[src/rtl/fpoll_pkg.sv]
package fpoll_pkg;

  typedef enum logic [2:0] {
    S_IDLE,
    S_RD,
    S_EV,
    S_FRD,
    S_FEV
  } fpoll_state_t;

  // Bit-7 method: still running while bit 7 differs from its final value.
  function automatic logic bit7_running(input logic erase, input logic exp7,
                                        input logic [7:0] d);
    return erase ? ~d[7] : (d[7] != exp7);
  endfunction

  // Toggle method: still running while bit 6 changed since the last read.
  function automatic logic bit6_running(input logic prev6, input logic [7:0] d);
    return prev6 != d[6];
  endfunction

endpackage

[src/rtl/fpoll_status.sv]
module fpoll_status
  import fpoll_pkg::*;
(
  input  logic       toggle_mode,
  input  logic       erase,
  input  logic       exp7,
  input  logic       have_prev,
  input  logic       prev6,
  input  logic [7:0] rd_byte,
  output logic       decided,
  output logic       running,
  output logic       limit_flag
);
  always_comb begin
    decided    = !toggle_mode || have_prev;
    running    = toggle_mode ? bit6_running(prev6, rd_byte)
                             : bit7_running(erase, exp7, rd_byte);
    limit_flag = rd_byte[5];
  end
endmodule

[src/rtl/fpoll_ctr.sv]
module fpoll_ctr #(
  parameter int MAX_POLLS = 16
) (
  input  logic clk,
  input  logic rst_n,
  input  logic clr,
  input  logic inc,
  output logic last
);
  localparam int CW = (MAX_POLLS < 2) ? 1 : $clog2(MAX_POLLS + 1);
  localparam logic [CW-1:0] LAST_VAL = CW'(MAX_POLLS - 1);

  logic [CW-1:0] cnt_q;

  always_ff @(posedge clk) begin
    if (!rst_n || clr) cnt_q <= '0;
    else if (inc)      cnt_q <= cnt_q + 1'b1;
  end

  assign last = (cnt_q == LAST_VAL);
endmodule

[src/rtl/flash_done_poller.sv]
module flash_done_poller
  import fpoll_pkg::*;
#(
  parameter int AW        = 19,
  parameter int MAX_POLLS = 16
) (
  input  logic          clk,
  input  logic          rst_n,
  input  logic          start_i,
  input  logic          op_erase_i,
  input  logic          method_toggle_i,
  input  logic [AW-1:0] addr_i,
  input  logic [7:0]    exp_data_i,
  output logic          rd_en_o,
  output logic [AW-1:0] rd_addr_o,
  input  logic [7:0]    rd_data_i,
  output logic          busy_o,
  output logic          done_o,
  output logic          pass_o,
  output logic          timeout_o,
  output logic [7:0]    data_o
);
  fpoll_state_t st_q;
  logic [AW-1:0] addr_q;
  logic [7:0]    exp_q, data_q;
  logic          erase_q, toggle_q, have_prev_q, prev6_q, armed_q;
  logic          rc_q, done_q, pass_q, tmo_q;

  // Named internal events, also used by the bound checker.
  logic eval_w, decided_w, running_w, dq5_w, last_w;
  logic complete_w, busy_read_w, arm_w, recheck_w, fail_w, limit_w, accept_w;

  fpoll_status u_status (
    .toggle_mode (toggle_q),
    .erase       (erase_q),
    .exp7        (exp_q[7]),
    .have_prev   (have_prev_q),
    .prev6       (prev6_q),
    .rd_byte     (rd_data_i),
    .decided     (decided_w),
    .running     (running_w),
    .limit_flag  (dq5_w)
  );

  fpoll_ctr #(.MAX_POLLS(MAX_POLLS)) u_ctr (
    .clk   (clk),
    .rst_n (rst_n),
    .clr   (accept_w),
    .inc   (eval_w),
    .last  (last_w)
  );

  assign accept_w    = (st_q == S_IDLE) && start_i;
  assign eval_w      = (st_q == S_EV);
  assign complete_w  = eval_w && decided_w && !running_w;
  assign busy_read_w = eval_w && decided_w && running_w;
  assign arm_w       = busy_read_w && !armed_q && dq5_w;
  assign recheck_w   = busy_read_w && armed_q;
  assign fail_w      = recheck_w && rc_q;
  assign limit_w     = eval_w && last_w && !complete_w && !fail_w;

  always_ff @(posedge clk) begin
    if (!rst_n) begin
      st_q        <= S_IDLE;
      addr_q      <= '0;
      exp_q       <= '0;
      data_q      <= '0;
      erase_q     <= 1'b0;
      toggle_q    <= 1'b0;
      have_prev_q <= 1'b0;
      prev6_q     <= 1'b0;
      armed_q     <= 1'b0;
      rc_q        <= 1'b0;
      done_q      <= 1'b0;
      pass_q      <= 1'b0;
      tmo_q       <= 1'b0;
    end else begin
      done_q <= 1'b0;
      unique case (st_q)
        S_IDLE: if (start_i) begin
          addr_q      <= addr_i;
          exp_q       <= exp_data_i;
          erase_q     <= op_erase_i;
          toggle_q    <= method_toggle_i;
          have_prev_q <= 1'b0;
          armed_q     <= 1'b0;
          rc_q        <= 1'b0;
          pass_q      <= 1'b0;
          tmo_q       <= 1'b0;
          st_q        <= S_RD;
        end
        S_RD: st_q <= S_EV;
        S_EV: begin
          data_q      <= rd_data_i;
          prev6_q     <= rd_data_i[6];
          have_prev_q <= 1'b1;
          if (complete_w) begin
            st_q <= S_FRD;
          end else if (fail_w) begin
            done_q <= 1'b1;
            st_q   <= S_IDLE;
          end else if (limit_w) begin
            tmo_q  <= 1'b1;
            done_q <= 1'b1;
            st_q   <= S_IDLE;
          end else begin
            if (arm_w)     armed_q <= 1'b1;
            if (recheck_w) rc_q    <= 1'b1;
            st_q <= S_RD;
          end
        end
        S_FRD: st_q <= S_FEV;
        S_FEV: begin
          data_q <= rd_data_i;
          pass_q <= erase_q || (rd_data_i == exp_q);
          done_q <= 1'b1;
          st_q   <= S_IDLE;
        end
        default: st_q <= S_IDLE;
      endcase
    end
  end

  assign rd_en_o   = (st_q == S_RD) || (st_q == S_FRD);
  assign rd_addr_o = addr_q;
  assign busy_o    = (st_q != S_IDLE);
  assign done_o    = done_q;
  assign pass_o    = pass_q;
  assign timeout_o = tmo_q;
  assign data_o    = data_q;
endmodule

[config.mk]
export PLATFORM = sky130hd
export DESIGN_NAME = flash_done_poller
export DESIGN_NICKNAME = d
export VERILOG_FILES = /design/src/rtl/fpoll_pkg.sv /design/src/rtl/fpoll_status.sv /design/src/rtl/fpoll_ctr.sv /design/src/rtl/flash_done_poller.sv
export SDC_FILE = /design/constraint.sdc
export NUM_CORES = 1
export LEC_CHECK = 0
export ABC_AREA = 0
export ABC_CLOCK_PERIOD_IN_PS = 2800
export CAP_MARGIN = 20
export CORE_MARGIN = 10
export CORE_UTILIZATION = 60
export CTS_CLUSTER_SIZE = 25
export DETAILED_ROUTE_END_ITERATION = 8
export DONT_BUFFER_PORTS = 1
export PLACE_DENSITY_LB_ADDON = 0.12
export SLEW_MARGIN = 0
export SYNTH_ARGS = -nofsm -noshare
export SYNTH_HDL_FRONTEND = slang
export SYNTH_SLANG_ARGS = --single-unit
[constraint.sdc]
create_clock -name clk -period 2.8 [get_ports clk]
set_clock_uncertainty 0.2 [all_clocks]
set_input_delay 0.28 -clock clk [delete_from_list [all_inputs] [get_ports clk]]
set_output_delay 0.28 -clock clk [all_outputs]
set_load 0.1 [all_outputs]
==> results.md <==
- Outcome: complete, no violations
- Setup repair bufs after CTS: 0
- Clock buffer count from CTS: 5
- Chip Width: 79.82 um
- Crit. End Element: register
- Ys Warns: 0
- Post-synth EDFFs: 0
- Leakage power: 1.023 nW
- # port buffers: 0
- F_max: 473.1 MHz
- Max-cap violations: 0
- Final Wtd Congestion: 0.7694
- Crit path max fanout: 9
- Synth cell types: 41
- Via count: 1,879
- Vias in the first global route: 1,965
- Worst Setup SP: st_q[1]$_SDFFE_PN0P_
- Top cells by area, synth: dfxtp_1 48%, nand2_1 11%, a21oi_1 6.5%, mux2i_1 4.7%, xor2_1 4.1%
- Tcrit/Tclk final: 75.48%
- Routed WL: 5910 um
- Nets: 330
- R2R Path End: rc_q$_SDFFE_PN0P_
- Netlist Area Pre-Place: 0.002147 sq mm
- Ratio of total power to cell area: 628.6 mW/mm^2
- Core box area: 0.003390 sq mm
- Initial Util: 63.34%
- RSZ-0062 raised after global routing: no
- Synth Instances: 245
- ANT cells: 0
- Final Hold Fails: 0
- Reg-to-reg setup timing slack: 0.69 ns
- CTS root buf: clkbuf_4
- Vias/cell: 5.609
- Total grt overflow: 0
- VDD IR max: 0.5000 mV
- Synth top area share: 48.48%
- Async set-reset flop share out of synthesis: 0%
- Slew headroom: 32.90%
- Area growth from synthesis to layout: 23.48%
- Worst-Margin Slew: 1.005 ns
- TritonRoute pass-1 iters: 4
- CP arrival: 2.25 ns
- I/O Pins: 72
- Crit path capture: rc_q$_SDFFE_PN0P_
- DRC Markers: 0
- WL per Instance: 17.64 um
- FF+latch count, synth: 52
- Total GRT Usage: 18.65%
- Worst-skew pair later-pin latency: 0.37 ns
- # H-tree levels: 2
- Detailed Place HPWL: 3738 um
- Clock tree buffer depth: 2
- TNS Setup: 0 ns
- Leading area contributor after synthesis: dfxtp_1
- Worst Setup Slack, final: 0.6864 ns
- Register area share after synthesis: 48.48%
- Layout cells sized above 1: 9.343%
- Clk sinks: 52
- TritonCTS clock tree: yes
- Reg2Reg Depth: 4
- Die span in y: 79.82 um
- Final setup violation count: 0
- Initial antenna violation count: 0
- Setup WS pre-CTS: 0.6988 ns
- CTS resizes: 0
- Startpoint types: register
- CP Class: reg2reg
- Final ANT Viol Nets: 0
- Tmin final: 2.114 ns
- Final Slew Violations: 0
- Worst hold path class: in2reg
- Initial drt markers: 120
- Largest net degree at the start of global routing: 38
- Cell row count: 21
- Die area: 0.006371 sq mm
- Synth Area per Inst: 8.764 sq um
- Net Count, Synth: 287
- Top_reg_cell synth: dfxtp_1
- First-pass GRT wire length: 9473 um
- Critical Path RT: 2.94 ns
- Worst-path clk slew: 0.15 ns
- Reg2reg start: st_q[1]$_SDFFE_PN0P_
==> Yosys cell counts, types with 2 or more instances <==
library cell / instances
a21oi_1: 28
clkbuf_1: 3
nor4_1: 2
o221ai_1: 2
xor2_1: 10
xnor2_1: 3
nor2_1: 19
o21ai_0: 2
a31o_2: 2
nand3b_1: 2
buf_2: 4
inv_1: 3
nor2b_1: 2
nor3b_1: 2
and2_1: 2
or3_1: 2
a211oi_1: 2
dfxtp_1: 52
mux2i_1: 10
buf_6: 2
nand2_1: 65
buf_4: 4
ha_1: 2
o31ai_1: 2
a21boi_0: 2
==> area by class of cell <==
cell class,count,area (sq um)
sequential,52,1041
multi-input combinational,176,1010
fill,227,738.2
timing repair buffer,50,473.0
tap,46,57.56
clock buffer,5,37.54
clock inverter,3,21.27
inverter,3,11.26
==> worst max-delay path, cell delays in order, from the launching register on <==
cell and delay (ns):
dfxtp_1 0.55, nor3b_2 0.68, o21ai_4 0.19, nor3b_1 0.27, a31o_2 0.18
==> metrics by stage <==
step / instances / power (mW) / utilization, % / area (sq um) / hold slack [ns]
final: 335 / 1.667 / 78.22 / 2651 / 0.04838
after global placement: 288 / 1.276 / 64.97 / 2202 / 0.2154
after floorplan: 245 / 1.243 / - / 2147 / 0.2082
after detailed placement: 288 / 1.288 / 64.97 / 2202 / 0.2219
after global routing: 335 / 1.724 / 78.22 / 2651 / 0.07147
after CTS: 335 / 1.668 / 78.22 / 2651 / 0.03719
==> what timing repair did <==
item	4_1_cts	5_1_grt
endpoints found under the hold margin	47	0
endpoints found under the setup margin	0	0
hold buffers	39	0
==> worst min path at each step <==
stage	slack, ns	cells past startpoint	start	to
after floorplan	0.21	1	rst_n	data_o[0]$_SDFFE_PN0P_
after global placement	0.22	1	rst_n	data_o[0]$_SDFFE_PN0P_
after detailed placement	0.22	2	addr_i[6]	rd_addr_o[6]$_SDFFE_PN0P_
after CTS	0.04	2	rd_data_i[5]	armed_q$_SDFFE_PN0P_
after global routing	0.07	2	rd_data_i[5]	armed_q$_SDFFE_PN0P_
final	0.05	2	rd_data_i[5]	armed_q$_SDFFE_PN0P_
==> cells in the final DEF, fill, tap and decap left out, types with 2 or more instances in the layout <==
master,count
nand2_1,65
dfxtp_1,52
dlygate4sd3_1,39
a21oi_1,28
nor2_1,19
buf_4,11
xor2_1,10
mux2i_1,10
clkbuf_4,5
inv_1,3
xnor2_1,3
or3_1,2
nand3b_1,2
o21ai_0,2
nor3b_1,2
and2_1,2
a31o_2,2
o221ai_1,2
nor4_1,2
a211oi_1,2
o31ai_1,2
a21boi_0,2
ha_1,2
==> layer usage <==
layer	vias to the layer above	track usage [%]	part of all wire, %
met3	13	8.671	10
met5	-	0	0
li1	899	-	-
met1	883	19.41	35
met2	84	32.04	53
met4	0	7.042	1.9
==> flip-flops by register name, indices dropped and copies added (netlist names) <==
signal / cells
toggle_q: 1
st_q: 3
have_prev_q: 1
armed_q: 1
rc_q: 1
timeout_o: 1
exp_q: 8
erase_q: 1
rd_addr_o: 19
done_o: 1
u_ctr.cnt_q: 5
prev6_q: 1
data_o: 8
pass_o: 1
==> power breakdown <==
part	leakage, nW	total (mW)	internal, mW	switching (mW)
logic	0.567	0.316	0.119	0.196
clock network	0.0316	0.342	0.0999	0.242
registers	0.424	1.01	0.787	0.222
==> cell families (layout without fill, tap and decap cells) <==
group / after synthesis / in the layout / synth area share, %
AO/OA/AOI/OAI: 46 / 46 / 13.40
XOR/XNOR: 13 / 13 / 5.303
adder cells (fa/ha/maj): 2 / 2 / 1.165
buffers and inverters: 17 / 61 / 4.604
flip-flops: 52 / 52 / 48.48
multiplexers: 10 / 10 / 4.662
AND/OR/NAND/NOR: 105 / 105 / 22.38
Power figures use the tool's default switching activity.
